## src/rtl/fen_cond_pkg.sv

```systemverilog
package fen_cond_pkg;

  localparam int unsigned FILT_CYC_DEF = 1400;  // 14 us at 100 MHz
  localparam int unsigned DLY_W_DEF    = 8;
  localparam int unsigned SYNC_DEF     = 2;

  typedef enum logic {
    HOLD_IDLE = 1'b0,
    HOLD_RUN  = 1'b1
  } hold_state_e;

endpackage

```

## src/rtl/fen_sync.sv

```systemverilog
module fen_sync #(
  parameter int unsigned STAGES = 2
) (
  input  logic clk,
  input  logic rst,
  input  logic d_i,
  output logic q_o
);

  logic [STAGES-1:0] sh_q;

  generate
    if (STAGES == 1) begin : g_one
      always_ff @(posedge clk) begin
        if (rst) sh_q <= '0;
        else     sh_q <= d_i;
      end
    end else begin : g_chain
      always_ff @(posedge clk) begin
        if (rst) sh_q <= '0;
        else     sh_q <= {sh_q[STAGES-2:0], d_i};
      end
    end
  endgenerate

  assign q_o = sh_q[STAGES-1];

endmodule

```

## src/rtl/fen_glitch_filter.sv

```systemverilog
module fen_glitch_filter #(
  parameter int unsigned FILT_CYC = 1400
) (
  input  logic clk,
  input  logic rst,
  input  logic din_i,
  output logic filt_o
);

  localparam int unsigned       CNT_W    = (FILT_CYC > 1) ? $clog2(FILT_CYC) : 1;
  localparam logic [CNT_W-1:0]  CNT_LAST = CNT_W'(FILT_CYC - 1);
  localparam logic [CNT_W:0]    RUN_MAX  = (CNT_W+1)'(FILT_CYC);

  logic [CNT_W-1:0] cnt_q;
  logic             filt_q;

  // A new level is adopted only after FILT_CYC consecutive disagreeing samples.
  always_ff @(posedge clk) begin
    if (rst) begin
      cnt_q  <= '0;
      filt_q <= 1'b0;
    end else if (din_i == filt_q) begin
      cnt_q  <= '0;
    end else if (cnt_q == CNT_LAST) begin
      filt_q <= din_i;
      cnt_q  <= '0;
    end else begin
      cnt_q  <= cnt_q + 1'b1;
    end
  end

  assign filt_o = filt_q;

  // Independent run-length tracker used only by the checks below.
  logic           chk_prev;
  logic [CNT_W:0] chk_run;

  always_ff @(posedge clk) begin
    if (rst) begin
      chk_prev <= 1'b0;
      chk_run  <= '0;
    end else begin
      chk_prev <= din_i;
      if (din_i != chk_prev)    chk_run <= (CNT_W+1)'(1);
      else if (chk_run != RUN_MAX) chk_run <= chk_run + 1'b1;
    end
  end

  assert_filter_window_R2: assert property (@(posedge clk) disable iff (rst)
    $rose(filt_q) |-> (chk_run >= RUN_MAX));

  assert_low_pulse_rejected_R4: assert property (@(posedge clk) disable iff (rst)
    $fell(filt_q) |-> (chk_run >= RUN_MAX));

endmodule

```

## src/rtl/fen_hold_timer.sv

```systemverilog
module fen_hold_timer
  import fen_cond_pkg::*;
#(
  parameter int unsigned DLY_W = 8
) (
  input  logic             clk,
  input  logic             rst,
  input  logic             filt_i,
  input  logic             tick_i,
  input  logic             dly_wr_i,
  input  logic [DLY_W-1:0] dly_val_i,
  input  logic             fire_cmd_i,
  output logic             held_o,
  output logic             permit_o
);

  localparam logic [DLY_W-1:0] ONE = DLY_W'(1);

  logic [DLY_W-1:0] dly_q, cnt_q, cnt_n;
  logic             filt_d;
  hold_state_e      st_q, st_n;
  logic             rise, fall, en_n;

  always_comb begin
    rise  = filt_i & ~filt_d;
    fall  = ~filt_i & filt_d;
    st_n  = st_q;
    cnt_n = cnt_q;
    if (rise) begin
      st_n  = HOLD_IDLE;
      cnt_n = dly_q;
    end else if (fall) begin
      st_n  = (cnt_q != '0) ? HOLD_RUN : HOLD_IDLE;
    end else if ((st_q == HOLD_RUN) && tick_i) begin
      cnt_n = cnt_q - ONE;
      if (cnt_q == ONE) st_n = HOLD_IDLE;
    end
    en_n = filt_i | (st_n == HOLD_RUN);
  end

  always_ff @(posedge clk) begin
    if (rst) begin
      dly_q    <= '0;
      cnt_q    <= '0;
      filt_d   <= 1'b0;
      st_q     <= HOLD_IDLE;
      held_o   <= 1'b0;
      permit_o <= 1'b0;
    end else begin
      if (dly_wr_i) dly_q <= dly_val_i;
      filt_d   <= filt_i;
      cnt_q    <= cnt_n;
      st_q     <= st_n;
      held_o   <= en_n;
      permit_o <= en_n & fire_cmd_i;
    end
  end

  assert_follow_high_R3: assert property (@(posedge clk) disable iff (rst)
    filt_i |=> held_o);

  assert_count_live_R5: assert property (@(posedge clk) disable iff (rst)
    (st_q == HOLD_RUN) |-> (cnt_q != '0));

  assert_reload_on_rise_R6: assert property (@(posedge clk) disable iff (rst)
    (filt_i && !filt_d) |=> (cnt_q == $past(dly_q)));

  assert_zero_no_hold_R7: assert property (@(posedge clk) disable iff (rst)
    (!filt_i && filt_d && (cnt_q == '0)) |=> !held_o);

  assert_permit_gated_R9: assert property (@(posedge clk) disable iff (rst)
    permit_o |-> held_o);

endmodule

```

## src/rtl/fen_channel.sv

```systemverilog
module fen_channel #(
  parameter int unsigned FILT_CYC    = 1400,
  parameter int unsigned DLY_W       = 8,
  parameter int unsigned SYNC_STAGES = 2
) (
  input  logic             clk,
  input  logic             rst,
  input  logic             pin_i,
  input  logic             tick_i,
  input  logic             dly_wr_i,
  input  logic [DLY_W-1:0] dly_val_i,
  input  logic             fire_cmd_i,
  output logic             held_o,
  output logic             status_o,
  output logic             permit_o
);

  logic pin_s, filt;

  fen_sync #(.STAGES(SYNC_STAGES)) u_sync (
    .clk (clk),
    .rst (rst),
    .d_i (pin_i),
    .q_o (pin_s)
  );

  fen_glitch_filter #(.FILT_CYC(FILT_CYC)) u_filt (
    .clk    (clk),
    .rst    (rst),
    .din_i  (pin_s),
    .filt_o (filt)
  );

  fen_hold_timer #(.DLY_W(DLY_W)) u_hold (
    .clk        (clk),
    .rst        (rst),
    .filt_i     (filt),
    .tick_i     (tick_i),
    .dly_wr_i   (dly_wr_i),
    .dly_val_i  (dly_val_i),
    .fire_cmd_i (fire_cmd_i),
    .held_o     (held_o),
    .permit_o   (permit_o)
  );

  // Status reports the synchronised pin, bypassing filter and hold.
  always_ff @(posedge clk) begin
    if (rst) status_o <= 1'b0;
    else     status_o <= pin_s;
  end

endmodule

```

## src/rtl/fire_enable_conditioner.sv

```systemverilog
module fire_enable_conditioner
  import fen_cond_pkg::*;
#(
  parameter int unsigned NCH         = 2,
  parameter int unsigned DLY_W       = DLY_W_DEF,
  parameter int unsigned FILT_CYC    = FILT_CYC_DEF,
  parameter int unsigned SYNC_STAGES = SYNC_DEF
) (
  input  logic                 clk,
  input  logic                 rst,
  input  logic [NCH-1:0]       en_pin_i,
  input  logic                 ms_tick_i,
  input  logic [NCH-1:0]       dly_wr_i,
  input  logic [NCH*DLY_W-1:0] dly_val_i,
  input  logic [NCH-1:0]       fire_cmd_i,
  output logic [NCH-1:0]       en_held_o,
  output logic [NCH-1:0]       pin_status_o,
  output logic [NCH-1:0]       fire_permit_o
);

  generate
    for (genvar c = 0; c < NCH; c++) begin : g_ch
      fen_channel #(
        .FILT_CYC    (FILT_CYC),
        .DLY_W       (DLY_W),
        .SYNC_STAGES (SYNC_STAGES)
      ) u_ch (
        .clk        (clk),
        .rst        (rst),
        .pin_i      (en_pin_i[c]),
        .tick_i     (ms_tick_i),
        .dly_wr_i   (dly_wr_i[c]),
        .dly_val_i  (dly_val_i[DLY_W*c +: DLY_W]),
        .fire_cmd_i (fire_cmd_i[c]),
        .held_o     (en_held_o[c]),
        .status_o   (pin_status_o[c]),
        .permit_o   (fire_permit_o[c])
      );
    end
  endgenerate

  assert_reset_clears_R10: assert property (@(posedge clk)
    rst |=> ((en_held_o == '0) && (fire_permit_o == '0) && (pin_status_o == '0)));

endmodule

```

## config.mk

```make
export PLATFORM = sky130hd
export DESIGN_NAME = fire_enable_conditioner
export DESIGN_NICKNAME = d
export VERILOG_FILES = /design/src/rtl/fen_cond_pkg.sv /design/src/rtl/fen_sync.sv /design/src/rtl/fen_glitch_filter.sv /design/src/rtl/fen_hold_timer.sv /design/src/rtl/fen_channel.sv /design/src/rtl/fire_enable_conditioner.sv
export SDC_FILE = /design/constraint.sdc
export NUM_CORES = 1
export LEC_CHECK = 0
export BUFFER_PORTS_ARGS = -buffer_cell sky130_fd_sc_hd__buf_2
export CAP_MARGIN = 40
export CORE_MARGIN = 2
export CORE_UTILIZATION = 25
export DETAILED_ROUTE_END_ITERATION = 6
export MAX_ROUTING_LAYER = met4
export REMOVE_ABC_BUFFERS = 1
export SLEW_MARGIN = 20
export SYNTH_ARGS = -nofsm -noshare
export SYNTH_HDL_FRONTEND = slang
export SYNTH_SLANG_ARGS = --single-unit
```

## constraint.sdc

```tcl
create_clock -name clk -period 2.42 [get_ports clk]
set_clock_uncertainty 0.1 [all_clocks]
set_input_delay 0.484 -clock clk [delete_from_list [all_inputs] [get_ports clk]]
set_output_delay 0.484 -clock clk [all_outputs]
set_load 0.005 [all_outputs]
```

==> qor.yml, run 1 <==
outcome:
  status: "finished clean"
floorplan:
  die_height_um: 113.8
  initial_core_util: 0.2530
  core_sq_mm: 0.01191
  die_width_um: 113.8
  io_pins: 31
  fp-row-count: 40
  dieArea_sq_mm: 0.01295
routing:
  drt_iter0_drc: 81
  ant_nets: 0
  dr.pass1.iters: 5
  viasPerCell: 4.452
  routed_wl_um: 5657
  post-route-drc-count: 0
  vias: 2217
  wl_per_cell_um: 11.36
finish:
  final_cell_mix: "dfxtp_1, nor2_1, buf_2"
  area_growth_pct: 19.51
  insertedDiodeCount: 0
  final_common_cell: "dfxtp_1"
  post-route-util: 0.3024
  num-fill-cells: 1261
  nNetsFinal: 379
  layout-drive-gt1-share: 0.1510
clocking:
  htreeDepth: 3
  cts_sinks: 70
  cts_buffer_depth: 2
  post_cts_resized: 0
  cts-root-buf: "clkbuf_16"
  cts.clk_slew.worst_paths_ps: 50
  cts_buffers: 9
  worstSkewPairLatency_ps: 330
  hold_buffers: 0
  postCtsSetupBuffers: 0
  cts_tree: "done"
timing:
  rsz0062_at_grt: "false"
  hold_violations: 0
  post-route-min-period_ps: 1859
  worstMarginPinSlew_ps: 536.5
  tns_ps: 0
  timing.fmax_mhz: 538.0
  finalCritPeriodShare: 0.7681
  setup_violations: 0
  slew_headroom: 0.6423
  layout_setup_ws_ps: 561.3
  slew_violations: 0
worst_setup_path:
  crit_required_ps: 2520
  path_cells: "ha_1, nand4b_1, nor4b_1, or3_1, nor2_1"
  crit_cells: 5
  cp_max_fo: 11
  crit_path_start: "g_ch[0].u_ch.u_filt.cnt_q[0]"
  slowest_stage: "nor4b_1"
  critPathCaptureType: "flip-flop"
  path_delay_family: "simple AND/OR/NAND/NOR gates"
  start_kind: "flip-flop"
  max_stage_delay_ps: 420
  reg2reg_depth: 5
  cp-endpoint: "g_ch[0].u_ch.u_filt.cnt_q[7]"
  worst_ep_arrival_time_ps: 1960
  reg2reg_to: "g_ch[0].u_ch.u_filt.cnt_q[7]"
  crit_type: "reg -> reg"
  critPathBufInv: 0
  reg2reg_slack_ps: 560
  rr_startpoint: "g_ch[0].u_ch.u_filt.cnt_q[0]"
job:
  drv.max_cap_violation_count: 0
logic_synthesis:
  ys_types: 46
  ys.flop_type: "dfxtp_1"
  seq_area_frac_synth: 0.4649
  syn_area_sq_mm: 0.003014
  yosys_register_bits: 70
  async_flop_share: 0
  synth_edf_count: 0
  yosysWarnings: 0
  netlist_instances: 321
  synth.avg_cell_area_sq_um: 9.390
grt:
  antenna_found_initial: 0
  grt_pass1_vias: 2166
  grt_max_degree: 24
  grt_pass1_wl_um: 9770
  grt.total_usage: 0.09843
  grt_overflow: 0
placement:
  portBuffers: 30
  place_ws_ps: 483.3
  dp.final_hpwl_um: 4194
  gp_congestion: 0.7710
power:
  p_per_area_mw_per_mm2: 750.7
  p_leak_nw: 1.397
  peakVddDrop_mv: 0.2570
hold_path:
  min_path_type: "in -> reg"
## sequential cells by signal, indices dropped and copies added, names as in the netlist
name                       cells
g_ch.u_ch.u_filt.cnt_q        22
g_ch.u_ch.u_hold.cnt_q        16
g_ch.u_ch.u_hold.dly_q        16
g_ch.u_ch.u_sync.sh_q          4
g_ch.u_ch.status_o             2
g_ch.u_ch.u_filt.filt_o        2
g_ch.u_ch.u_hold.filt_d        2
g_ch.u_ch.u_hold.held_o        2
g_ch.u_ch.u_hold.permit_o      2
g_ch.u_ch.u_hold.st_q          2
## synth_stat cells (2+ instances only)
library cell  number  share of area
o22ai_1            2         0.0042
nor4_1             3         0.0062
and4_1             3         0.0087
buf_4              7          0.017
and2_1             3         0.0062
dfxtp_1           70           0.46
xnor2_1           11          0.032
nand4b_1           2         0.0058
a21oi_1            8          0.013
clkbuf_1           8          0.010
xor2_1            19          0.055
or3_1              3         0.0062
a22oi_1            4          0.010
a311oi_1           2         0.0058
ha_1               8          0.033
nor2b_1            8          0.017
nor2_1            57          0.071
nand2b_1           6          0.012
a211oi_1           8          0.020
mux2i_1           19          0.063
o21ai_0            2         0.0033
nand3_1            9          0.015
buf_2              2         0.0033
nor3_1             5         0.0083
o31ai_1            2         0.0050
nand4_1            8          0.017
and3_1             5          0.010
inv_1              9          0.011
nand2_1           11          0.014
## kinds of logic (layout without fill, tap and decap cells)
| kind of cell | count (synthesis) | in the layout | synth area share |
|---|---|---|---|
| XOR/XNOR | 30 | 30 | 0.08717 |
| adder cells (fa/ha/maj) | 9 | 9 | 0.03653 |
| buffers and inverters | 27 | 57 | 0.04317 |
| AO/OA/AOI/OAI | 33 | 33 | 0.07763 |
| AND/OR/NAND/NOR | 133 | 133 | 0.2275 |
| multiplexers | 19 | 19 | 0.06310 |
| flip-flops | 70 | 70 | 0.4649 |
## area by class of cell
| type | instances | area (sq um) | share of cell area |
|---|---|---|---|
| sequential | 70 | 1401 | 0.3890 |
| multi-input combinational | 224 | 1483 | 0.4116 |
| clock buffer | 13 | 270.3 | 0.07503 |
| timing repair buffer | 32 | 165.2 | 0.04585 |
| tap | 147 | 183.9 | 0.05106 |
| inverter | 9 | 33.78 | 0.009378 |
| clock inverter | 3 | 65.06 | 0.01806 |
## worst register-to-register path: cells and delay by family (launching register included)
kind | cells | cell delay, ps
simple gates | 4 | 1060
flops | 1 | 360
fa+ha+maj | 1 | 220
## report_power, final
| group | internal (mW) | leakage [nW] | switching (mW) |
|---|---|---|---|
| clock | 0.984 | 0.166 | 0.457 |
| sequential | 1.17 | 0.568 | 0.0108 |
| combinational | 0.0380 | 0.664 | 0.0402 |
## per-stage QoR
| stage | instances | instance area, sq um | power, mW | hold slack (ps) |
|---|---|---|---|---|
| 2_1_floorplan | 303 | 2918 | 1.239 | 313.0 |
| 3_3_place_gp | 482 | 3267 | 1.288 | 321.8 |
| 3_5_place_dp | 482 | 3267 | 1.290 | 329.1 |
| 4_1_cts | 498 | 3602 | 2.746 | 272.3 |
| 5_1_grt | 498 | 3602 | 2.808 | 295.4 |
| 6_report | 498 | 3602 | 2.704 | 280.3 |
## how the worst min path moves through the flow
| stage | slack, ps | start | depth (start not counted) | to |
|---|---|---|---|---|
| 3_3_place_gp | 320 | g_ch[0].u_ch.u_sync.sh_q[0] | 1 | g_ch[0].u_ch.u_sync.sh_q[1] |
| 5_1_grt | 300 | dly_val_i[8] | 3 | g_ch[1].u_ch.u_hold.dly_q[0] |
| 2_1_floorplan | 310 | g_ch[1].u_ch.u_filt.cnt_q[0] | 1 | g_ch[1].u_ch.u_filt.cnt_q[0] |
| 6_report | 280 | en_pin_i[1] | 2 | g_ch[1].u_ch.u_sync.sh_q[0] |
| 4_1_cts | 270 | en_pin_i[1] | 2 | g_ch[1].u_ch.u_sync.sh_q[0] |
| 3_5_place_dp | 330 | g_ch[1].u_ch.u_sync.sh_q[0] | 1 | g_ch[1].u_ch.u_sync.sh_q[1] |
## routing by layer
layer | routed length (um) | global-route usage
met4 | 63 | 0.03171
met5 | 0 | -
met1 | 2810 | 0.1187
met2 | 2535 | 0.1525
met3 | 248 | 0.03719
No activity file was read; power rests on OpenSTA's default activity.
==> inputs of run 2 (changes only) <==
--- a/config.mk
+++ b/config.mk
@@ -5,6 +5,7 @@
 export SDC_FILE = /design/constraint.sdc
 export NUM_CORES = 1
 export LEC_CHECK = 0
+export ABC_AREA = 1
 export BUFFER_PORTS_ARGS = -buffer_cell sky130_fd_sc_hd__buf_2
 export CAP_MARGIN = 40
 export CORE_MARGIN = 2
==> constraint.sdc (replaced) <==
create_clock -name clk -period 1.9 [get_ports clk]
set_clock_uncertainty 0.1 [all_clocks]
set_input_delay 0.38 -clock clk [delete_from_list [all_inputs] [get_ports clk]]
set_output_delay 0.38 -clock clk [all_outputs]
set_load 0.005 [all_outputs]
==> qor.yml, run 2 <==
logic_synthesis:
  yosys.area_share.adder: 0.03059  # -0.005937
  synth_top_family_by_area: "simple AND/OR/NAND/NOR gates"
  synth_edf_count: 0  # unchanged
  ys_types: 36  # -22%
  yosys.cell_count.top_type: "nand2_1"
  async_flop_share: 0  # unchanged
  yosysWarnings: 0  # unchanged
  yosysTopAreaCellShare: 0.4283  # -0.03662
  synthXorXnorAreaFrac: 0.02945  # -0.05773
  muxShareOfSynthArea: 0  # -0.06310
  netlist_top_cells_area: "dfxtp_1, nand2_1, nor2_1"
  seq_area_frac_synth: 0.4283  # -0.03662
  netlist_instances: 447  # +39%
  synth_compound_area_frac: 0.1140  # +0.03633
  ys.flop_type: "dfxtp_1"
  yosys_register_bits: 70  # unchanged
  ys_top_cells_by_count: "nand2_1, dfxtp_1, nor2_1"
  syn_area_sq_mm: 0.003272  # +8.6%
  yosysTopAreaCell: "dfxtp_1"
  synth-simple-area-share: 0.2895  # +0.06200
  synth.avg_cell_area_sq_um: 7.320  # -22%
grt:
  grt_pass1_vias: 2632  # +22%
  antenna_found_initial: 1  # +1
  grt_overflow: 0  # unchanged
  grt_pass1_wl_um: 11350  # +16%
  grt_max_degree: 15  # -38%
  grt.total_usage: 0.1018  # +0.003348
finish:
  stdcell_count: 655  # +32%
  nNetsFinal: 510  # +35%
  area_growth_pct: 18.70
  post-route-util: 0.3053  # +0.002855
  num-fill-cells: 1372  # +8.8%
  design_area_sq_mm: 0.003884  # +7.8%
  largest-register: "g_ch.u_ch.u_filt.cnt_q"
  largest_reg_flops: 22  # unchanged
  multi_input_area_sq_mm: 0.001516  # +2.3%
  layout-drive-gt1-share: 0.1722  # +0.02120
  final_common_cell: "nand2_1"
  seq_area_sq_mm: 0.001401  # unchanged
  top_regs: "g_ch.u_ch.u_filt.cnt_q: 22 flops, g_ch.u_ch.u_hold.cnt_q: 16 flops, g_ch.u_ch.u_hold.dly_q: 16 flops"
  final_cell_mix: "nand2_1, nor2_1, dfxtp_1"
power:
  peakVddDrop_mv: 0.5127  # +100%
  switchingPower_uw: 649.2  # +28%
  p_per_area_mw_per_mm2: 867.6  # +16%
  p_leak_nw: 1.608  # +15%
  clkPwrFrac: 0.521  # -0.012
  p_int_mw: 2.720  # +24%
  combPwrFrac: 0.030  # about the same
  switching_share: 0.1927  # +0.004888
  pwr-share-seq: 0.449  # +0.011
floorplan:
  core_sq_mm: 0.01272  # +6.8%
  initial_core_util: 0.2572  # +0.004133
  io_pins: 31  # unchanged
  dieArea_sq_mm: 0.01402  # +8.2%
  fp-row-count: 41  # +2.5%
  die_height_um: 118.4  # +4.0%
  die_width_um: 118.4  # +4.0%
worst_setup_path:
  worst_ep_arrival_time_ps: 1680  # -280 ps
  critPathCaptureType: "flip-flop"
  cp_max_fo: 11  # unchanged
  start_kind: "flip-flop"
  crit_required_ps: 2040  # -480 ps
  crit_type: "reg -> reg"
clocking:
  htreeDepth: 3  # unchanged
  cts-root-buf: "clkbuf_16"
  cts_buffers: 9  # unchanged
  cts.clk_slew.worst_paths_ps: 60  # about the same
  post_cts_resized: 0  # unchanged
  worstSkewPairLatency_ps: 330  # about the same
  postCtsSetupBuffers: 0  # unchanged
  hold_buffers: 0  # unchanged
  cts_tree: "done"
  cts_sinks: 70  # unchanged
  cts_buffer_depth: 2  # unchanged
placement:
  dp.cells: 638  # +32%
  portBuffers: 30  # unchanged
  gp_congestion: 0.8169  # +6.0%
  detailed_place.area_sq_mm: 0.003565  # +9.1%
  dp.final_hpwl_um: 4948  # +18%
  place_ws_ps: 346.4  # -136.9 ps
routing:
  wl_met1_um: 3199  # +14%
  wl_per_cell_um: 9.944  # -12%
  highest_layer: "met4"
  wl_met3_um: 255  # +2.8%
  routed_wl_um: 6513  # +15%
  dr.pass1.iters: 4  # -1
  wl_met2_um: 2962  # +17%
  viasPerCell: 4.156  # -6.7%
  vias: 2722  # +23%
  drt_iter0_drc: 154  # +90%
  post-route-drc-count: 0  # unchanged
  ant_nets: 0  # unchanged
outcome:
  status: "finished clean"
timing:
  post-route-min-period_ps: 1541  # -317.6 ps
  slew_violations: 0  # unchanged
  timing.fmax_mhz: 648.9  # +21%
  rsz0062_at_grt: "false"
  hold_violations: 0  # unchanged
  tns_ps: 0  # unchanged
  layout_setup_ws_ps: 358.9  # -202.4 ps
  finalCritPeriodShare: 0.8111  # +0.04304
  slew_headroom: 0.6695  # +0.02715
  setup_violations: 0  # unchanged
  worstMarginPinSlew_ps: 494.4  # -42.11 ps
job:
  drv.max_cap_violation_count: 0  # unchanged
hold_path:
  min_path_type: "in -> reg"
==> run 2: worst paths after layout <==
path,depth (start not counted),to,slack (ps),start
max,6,g_ch[0].u_ch.u_filt.cnt_q[2],360,g_ch[0].u_ch.u_filt.cnt_q[0]
min,3,g_ch[0].u_ch.u_hold.permit_o,160,fire_cmd_i[0]
max reg2reg,6,g_ch[0].u_ch.u_filt.cnt_q[2],360,g_ch[0].u_ch.u_filt.cnt_q[0]
min reg2reg,2,g_ch[1].u_ch.u_sync.sh_q[1],310,g_ch[1].u_ch.u_sync.sh_q[0]
==> run 2: worst max-delay path: stages, from the launching register on <==
cell,delay [ps]
dfxtp_1,320
ha_1,210
nand2_1,80
inv_2,50
nand4_2,100
nand3_1,360
nor3_1,240
==> run 2: area by class of cell <==
cell class	instances	share of cell area
multi-input combinational	294	0.3905
sequential	70	0.3608
inverter	69	0.06669
clock buffer	12	0.06347
tap	172	0.05541
timing repair buffer	33	0.04446
clock inverter	4	0.01804
antenna	1	0.0006443
==> run 2: metrics by stage <==
step                      power (mW)  hold WS (ps)
final                          3.369         163.5
after CTS                      3.402         157.6
after detailed placement       1.648         296.7
after global placement         1.645         295.7
after global routing           3.507         171.9
after floorplan                1.586         288.3
==> run 2: cells by family after synthesis <==
group	Yosys count
flops	70
simple gates	207
fa+ha+maj	8
xor+xnor	11
buf+inv	83
compound gates	68
==> run 2: power groups by stage <==
stage          sequential, mW  clock [mW]  combinational [mW]
2_1_floorplan            1.54           0              0.0477
3_3_place_gp             1.54           0               0.102
3_5_place_dp             1.54           0               0.105
4_1_cts                  1.51        1.78               0.106
5_1_grt                  1.51        1.87               0.119
6_report                 1.51        1.75               0.103
==> run 2: per-layer routing <==
metal,track usage,vias to the layer above
li1,-,1461
met1,0.1220,1224
met2,0.1553,29
met3,0.02992,8
met4,0.05134,0
met5,-,-
